$ cat config.mk
export PLATFORM = sky130hd
export DESIGN_NAME = wdt_top
export DESIGN_NICKNAME = d
export VERILOG_FILES = /design/src/rtl/wdt_pkg.sv /design/src/rtl/wdt_prescaler.sv /design/src/rtl/wdt_refresh.sv /design/src/rtl/wdt_counter.sv /design/src/rtl/wdt_top.sv
export SDC_FILE = /design/constraint.sdc
export NUM_CORES = 1
export LEC_CHECK = 0
export BUFFER_PORTS_ARGS = -buffer_cell sky130_fd_sc_hd__buf_2
export CORE_MARGIN = 10
export CORE_UTILIZATION = 35
export DETAILED_ROUTE_END_ITERATION = 16
export GPL_ROUTABILITY_DRIVEN = 1
export SLEW_MARGIN = 20
export SYNTH_ARGS = -nofsm -noshare
export SYNTH_HDL_FRONTEND = slang
export SYNTH_SLANG_ARGS = --single-unit
$ cat constraint.sdc
create_clock -name clk_i -period 2.5 [get_ports clk_i]
set_input_delay 0.5 -clock clk_i [delete_from_list [all_inputs] [get_ports clk_i]]
set_output_delay 0.5 -clock clk_i [all_outputs]
set_load 0.02 [all_outputs]
$ cat src/rtl/wdt_pkg.sv
package wdt_pkg;
  localparam logic       ADDR_REFRESH = 1'b0;
  localparam logic       ADDR_START   = 1'b1;
  localparam logic [7:0] KEY_ARM      = 8'h00;
  localparam logic [7:0] KEY_FIRE     = 8'hFF;
endpackage

$ cat src/rtl/wdt_prescaler.sv
module wdt_prescaler #(
  parameter int LO_DIV = 16,
  parameter int HI_DIV = 128
) (
  input  logic clk_i,
  input  logic rst_ni,
  input  logic en_i,
  input  logic div_sel_i,
  output logic tick_o
);
  localparam int MAX_DIV = (HI_DIV > LO_DIV) ? HI_DIV : LO_DIV;
  localparam int PW      = (MAX_DIV > 2) ? $clog2(MAX_DIV) : 1;
  localparam logic [PW-1:0] LO_TERM = PW'(LO_DIV - 1);
  localparam logic [PW-1:0] HI_TERM = PW'(HI_DIV - 1);

  logic [PW-1:0] pre_q;
  logic [PW-1:0] term;

  assign term   = div_sel_i ? HI_TERM : LO_TERM;
  // >= so a ratio change mid-count cannot skip the wrap
  assign tick_o = en_i && (pre_q >= term);

  always_ff @(posedge clk_i or negedge rst_ni) begin
    if (!rst_ni)      pre_q <= '0;
    else if (tick_o)  pre_q <= '0;
    else if (en_i)    pre_q <= pre_q + PW'(1);
  end
endmodule

$ cat src/rtl/wdt_refresh.sv
module wdt_refresh
  import wdt_pkg::*;
(
  input  logic       clk_i,
  input  logic       rst_ni,
  input  logic       wr_en_i,
  input  logic [7:0] wr_data_i,
  output logic       reload_o
);
  logic armed_q;

  assign reload_o = wr_en_i && armed_q && (wr_data_i == KEY_FIRE);

  // every refresh-address write re-decides the key state
  always_ff @(posedge clk_i or negedge rst_ni) begin
    if (!rst_ni)      armed_q <= 1'b0;
    else if (wr_en_i) armed_q <= (wr_data_i == KEY_ARM);
  end
endmodule

$ cat src/rtl/wdt_counter.sv
module wdt_counter #(
  parameter int CNT_W = 15
) (
  input  logic             clk_i,
  input  logic             rst_ni,
  input  logic             tick_i,
  input  logic             reload_i,
  output logic [CNT_W-1:0] count_o,
  output logic             underflow_o
);
  localparam logic [CNT_W-1:0] FULL = '1;

  logic [CNT_W-1:0] cnt_q;
  logic             uf_q;

  always_ff @(posedge clk_i or negedge rst_ni) begin
    if (!rst_ni) begin
      cnt_q <= FULL;
      uf_q  <= 1'b0;
    end else begin
      uf_q <= 1'b0;
      if (reload_i) begin
        cnt_q <= FULL;           // refresh beats a coincident underflow
      end else if (tick_i) begin
        if (cnt_q == '0) begin
          cnt_q <= FULL;
          uf_q  <= 1'b1;
        end else begin
          cnt_q <= cnt_q - CNT_W'(1);
        end
      end
    end
  end

  assign count_o     = cnt_q;
  assign underflow_o = uf_q;
endmodule

$ cat src/rtl/wdt_top.sv
module wdt_top
  import wdt_pkg::*;
#(
  parameter int CNT_W  = 15,
  parameter int LO_DIV = 16,
  parameter int HI_DIV = 128
) (
  input  logic             clk_i,
  input  logic             rst_ni,
  input  logic             auto_stop_cfg_i,
  input  logic             div_sel_i,
  input  logic             act_sel_i,
  input  logic             stop_mode_i,
  input  logic             wait_mode_i,
  input  logic             wr_en_i,
  input  logic             wr_addr_i,
  input  logic [7:0]       wr_data_i,
  output logic [CNT_W-1:0] count_o,
  output logic             irq_o,
  output logic             rst_req_o
);
  logic started_q;
  logic count_en;
  logic tick;
  logic reload;
  logic uf;
  logic start_wr;
  logic refresh_wr;

  assign start_wr   = wr_en_i && (wr_addr_i == ADDR_START);
  assign refresh_wr = wr_en_i && (wr_addr_i == ADDR_REFRESH);

  always_ff @(posedge clk_i or negedge rst_ni) begin
    if (!rst_ni)       started_q <= 1'b0;
    else if (start_wr) started_q <= 1'b1;
  end

  assign count_en = (started_q || !auto_stop_cfg_i) && !stop_mode_i && !wait_mode_i;

  wdt_prescaler #(.LO_DIV(LO_DIV), .HI_DIV(HI_DIV)) u_pre (
    .clk_i     (clk_i),
    .rst_ni    (rst_ni),
    .en_i      (count_en),
    .div_sel_i (div_sel_i),
    .tick_o    (tick)
  );

  wdt_refresh u_ref (
    .clk_i     (clk_i),
    .rst_ni    (rst_ni),
    .wr_en_i   (refresh_wr),
    .wr_data_i (wr_data_i),
    .reload_o  (reload)
  );

  wdt_counter #(.CNT_W(CNT_W)) u_cnt (
    .clk_i       (clk_i),
    .rst_ni      (rst_ni),
    .tick_i      (tick),
    .reload_i    (reload),
    .count_o     (count_o),
    .underflow_o (uf)
  );

  assign irq_o     = uf && !act_sel_i;
  assign rst_req_o = uf &&  act_sel_i;
endmodule

==> impl_metrics.tcl <==
set metrics [dict create \
    global_route.usage.met3 0.0300 \
    final_core_util 0.437 \
    route.detailed.drc 0 \
    top_level_ports 34 \
    avgRoutedWirePerCell_um 15.1 \
    synth.lib_cells_used.distinct 39 \
    area_delta_synth_final_pct 22.2 \
    synthesis.nets 194 \
    route.final.wire_length_mm 4.01 \
    yosys-mux-area-fraction 0 \
    route.vias.total 1470 \
    port-buffer-count 33 \
    vias_per_cell 5.53 \
    hold_viol 0 \
    setup_tns_after_final_layout_ns 0 \
    clockRootBuffer "clkbuf_8" \
    synth_area_leaders "dfstp_2, dfrtp_1, nand2_1" \
    worstHoldPathType "in -> async" \
    detail_route.iter0.violations 55 \
    required_worst_endpoint_ns 2.69 \
    multiInputGateArea_um2 857 \
    worst_pin_slew_ns 0.551 \
    slew_viol_final 0 \
    final_layout_size_suffix_gt1_frac 0.322 \
    clock_latency_ns 0.27 \
    ys_seq_area_frac 0.419 \
    critPathLaunchType "flip-flop" \
    grt_first_pass_wirelength_mm 6.68 \
    cts_repair_resize_count 0 \
    synth_area_mm2 0.00154 \
    first_global_vias 1348 \
    critical-path-max-stage-delay_ns 0.55 \
    dr.pass1.iters 4 \
    synth_area_leader_cell "dfstp_2" \
    synth-compound-area-share 0.217 \
    post_synthesis_average_cell_area_um2 8.99 \
    floorplan.die_area_mm2 0.00744 \
    place.gp.congestion 0.843 \
    cts_setup_buffers 0 \
    area_after_dpl_mm2 0.00183 \
    postSynthRegisterBits 25 \
    post_synth_xor_area_fraction 0.0285 \
    ff_latch_area_um2 644 \
    async_reset_ff_frac 1.00 \
    fp-row-count 24 \
    synth_simple_gate_area_share 0.260 \
    design_power_total_mw 1.87 \
    finalInstanceArea_mm2 0.00188 \
    ys_top_cells_by_count "nand2_1, dfstp_2, o21ai_0, nor3_1, dfrtp_1" \
    yosysMostFrequentCell "nand2_1" \
    max_cap_violations 0 \
    total_leakage_power_nw 0.801 \
    critical_path_class "reg -> reg" \
    critPathArrivalTime_ns 2.21 \
    outcome "finished, final reports clean" \
    end_kind "flip-flop" \
    ys.warnings.count 0 \
    tritoncts_clock_tree "yes" \
    setup_viol 0 \
    max_freq_mhz 496 \
    dieWidth_um 86.3 \
    clock_pin_transition_on_the_worst_setup_and_hold_timing_paths_ns 0.09 \
    cp_slowest_cell "or4_4" \
    h-tree-depth 1 \
    initial_core_utilization 0.358 \
    numCtsBuffers 3 \
    grt.overflow.total 0 \
    power.density_cell_area_mw_per_mm2 995 \
    detailed_placement_hpwl_mm 3.06 \
    clock_sink_count 25 \
    grt.met2_usage 0.179 \
    groute.layer.met1.usage 0.140 \
    critical_path.cell_chain "or4_4 -> or3_1 -> o41ai_2 -> a211oi_1 -> a41oi_2" \
    fin_crit_sh 0.807 \
    nFillCells 435 \
    final_antenna_net_count 0 \
    dieHeight_um 86.3 \
    synth_top_family_by_area "simple AND/OR/NAND/NOR gates" \
    final_net_count 238 \
    placeableCoreArea_mm2 0.00429 \
    fin_worst_skew_ns 0.00777 \
    netlist_instances 171 \
    synthAdderAreaFrac 0.0489 \
    worstPathMaxFanout 8 \
    synth_top_cell_area_share 0.257 \
    setup_repair_after_global_routing_missed_its_margin "false" \
    synth-edff-count 0 \
    hold_buffer_count_at_cts 0 \
    ctsLongestPathBuffers 2 \
    grt_max_degree 26 \
    period_minus_slack_ns 2.02 \
    top_usage_layer "met2" \
    relSlewSlack 0.633 \
    insertedDiodeCount 0 \
    ys.flop_type "dfstp_2" \
    global_route.usage.total 0.108 \
    initial_antenna_violation_count 0 \
    ir_worst_vdd_mv 0.522 \
]
## cells by family after synthesis
kind of cell    after synthesis
flops                        25
xor+xnor                      5
compound gates               48
buf+inv                      10
fa+ha+maj                     6
simple gates                 77
## routing by layer
layer	wire length (um)	vias up
met1	1920	705
met5	0	-
li1	-	744
met2	1940	19
met3	131	2
met4	15	0
## through the flow
stage,setup slack [ns],hold slack (ns),cells
global route,0.396,0.254,266
global placement,0.395,0.458,262
CTS,0.472,0.235,266
detailed placement,0.366,0.460,262
finish,0.483,0.210,266
floorplan,0.498,0.204,171
## where the power goes
part	leakage [nW]	switching [mW]	internal (mW)
clock network	0.0228	0.126	0.114
registers	0.283	0.229	0.634
logic	0.496	0.457	0.308
total	0.801	0.812	1.06
## final timing paths
check	depth (start not counted)	start	endpoint	slack, ns
setup / recovery	5	u_cnt.count_o[3]	u_cnt.count_o[9]	0.48
hold / removal	1	rst_ni	u_ref.armed_q	0.21
setup reg to reg	5	u_cnt.count_o[3]	u_cnt.count_o[9]	0.48
hold reg to reg	2	started_q	started_q	0.47
max in group asynchronous	1	rst_ni	u_cnt.count_o[3]	1.91
min in group clk_i	3	wr_addr_i	started_q	0.44
## flip-flops by register name (all words and copies together), names as in the netlist
| name | cells |
|---|---|
| u_cnt.count_o | 15 |
| started_q | 1 |
| u_pre.pre_q | 7 |
| u_ref.armed_q | 1 |
| u_cnt.underflow_o | 1 |
## layout make-up
| type | count | share of cell area |
|---|---|---|
| flip-flops and latches | 25 | 0.343 |
| multi-input cells | 136 | 0.456 |
| well taps | 52 | 0.0346 |
| inverters | 5 | 0.00999 |
| repair buffers | 44 | 0.132 |
| clock buffers | 4 | 0.0240 |
## layout by cell type (no fill, tap or decap), drive strengths merged, types with 3 or more instances in the layout
| master | instances |
|---|---|
| a21oi | 7 |
| ha | 6 |
| nand2 | 22 |
| nor2 | 7 |
| a211oi | 7 |
| o31ai | 4 |
| xor2 | 4 |
| nand4 | 3 |
| a41oi | 3 |
| nand2b | 5 |
| dfrtp | 10 |
| clkbuf | 4 |
| dfstp | 15 |
| a31oi | 5 |
| buf | 44 |
| o21ai | 14 |
| o2111ai | 3 |
| nand3 | 8 |
| nor3 | 13 |
| or4 | 4 |
| inv | 5 |
| nor4 | 8 |
## worst max-delay path: cells and delay by family (launching register included)
family	cells	cell delay [ns]
DFF	1	0.40
AOI/OAI and AO/OA	3	0.52
and+or+nand+nor	2	1.01
Note: power is estimated with default switching activity, not from simulation.
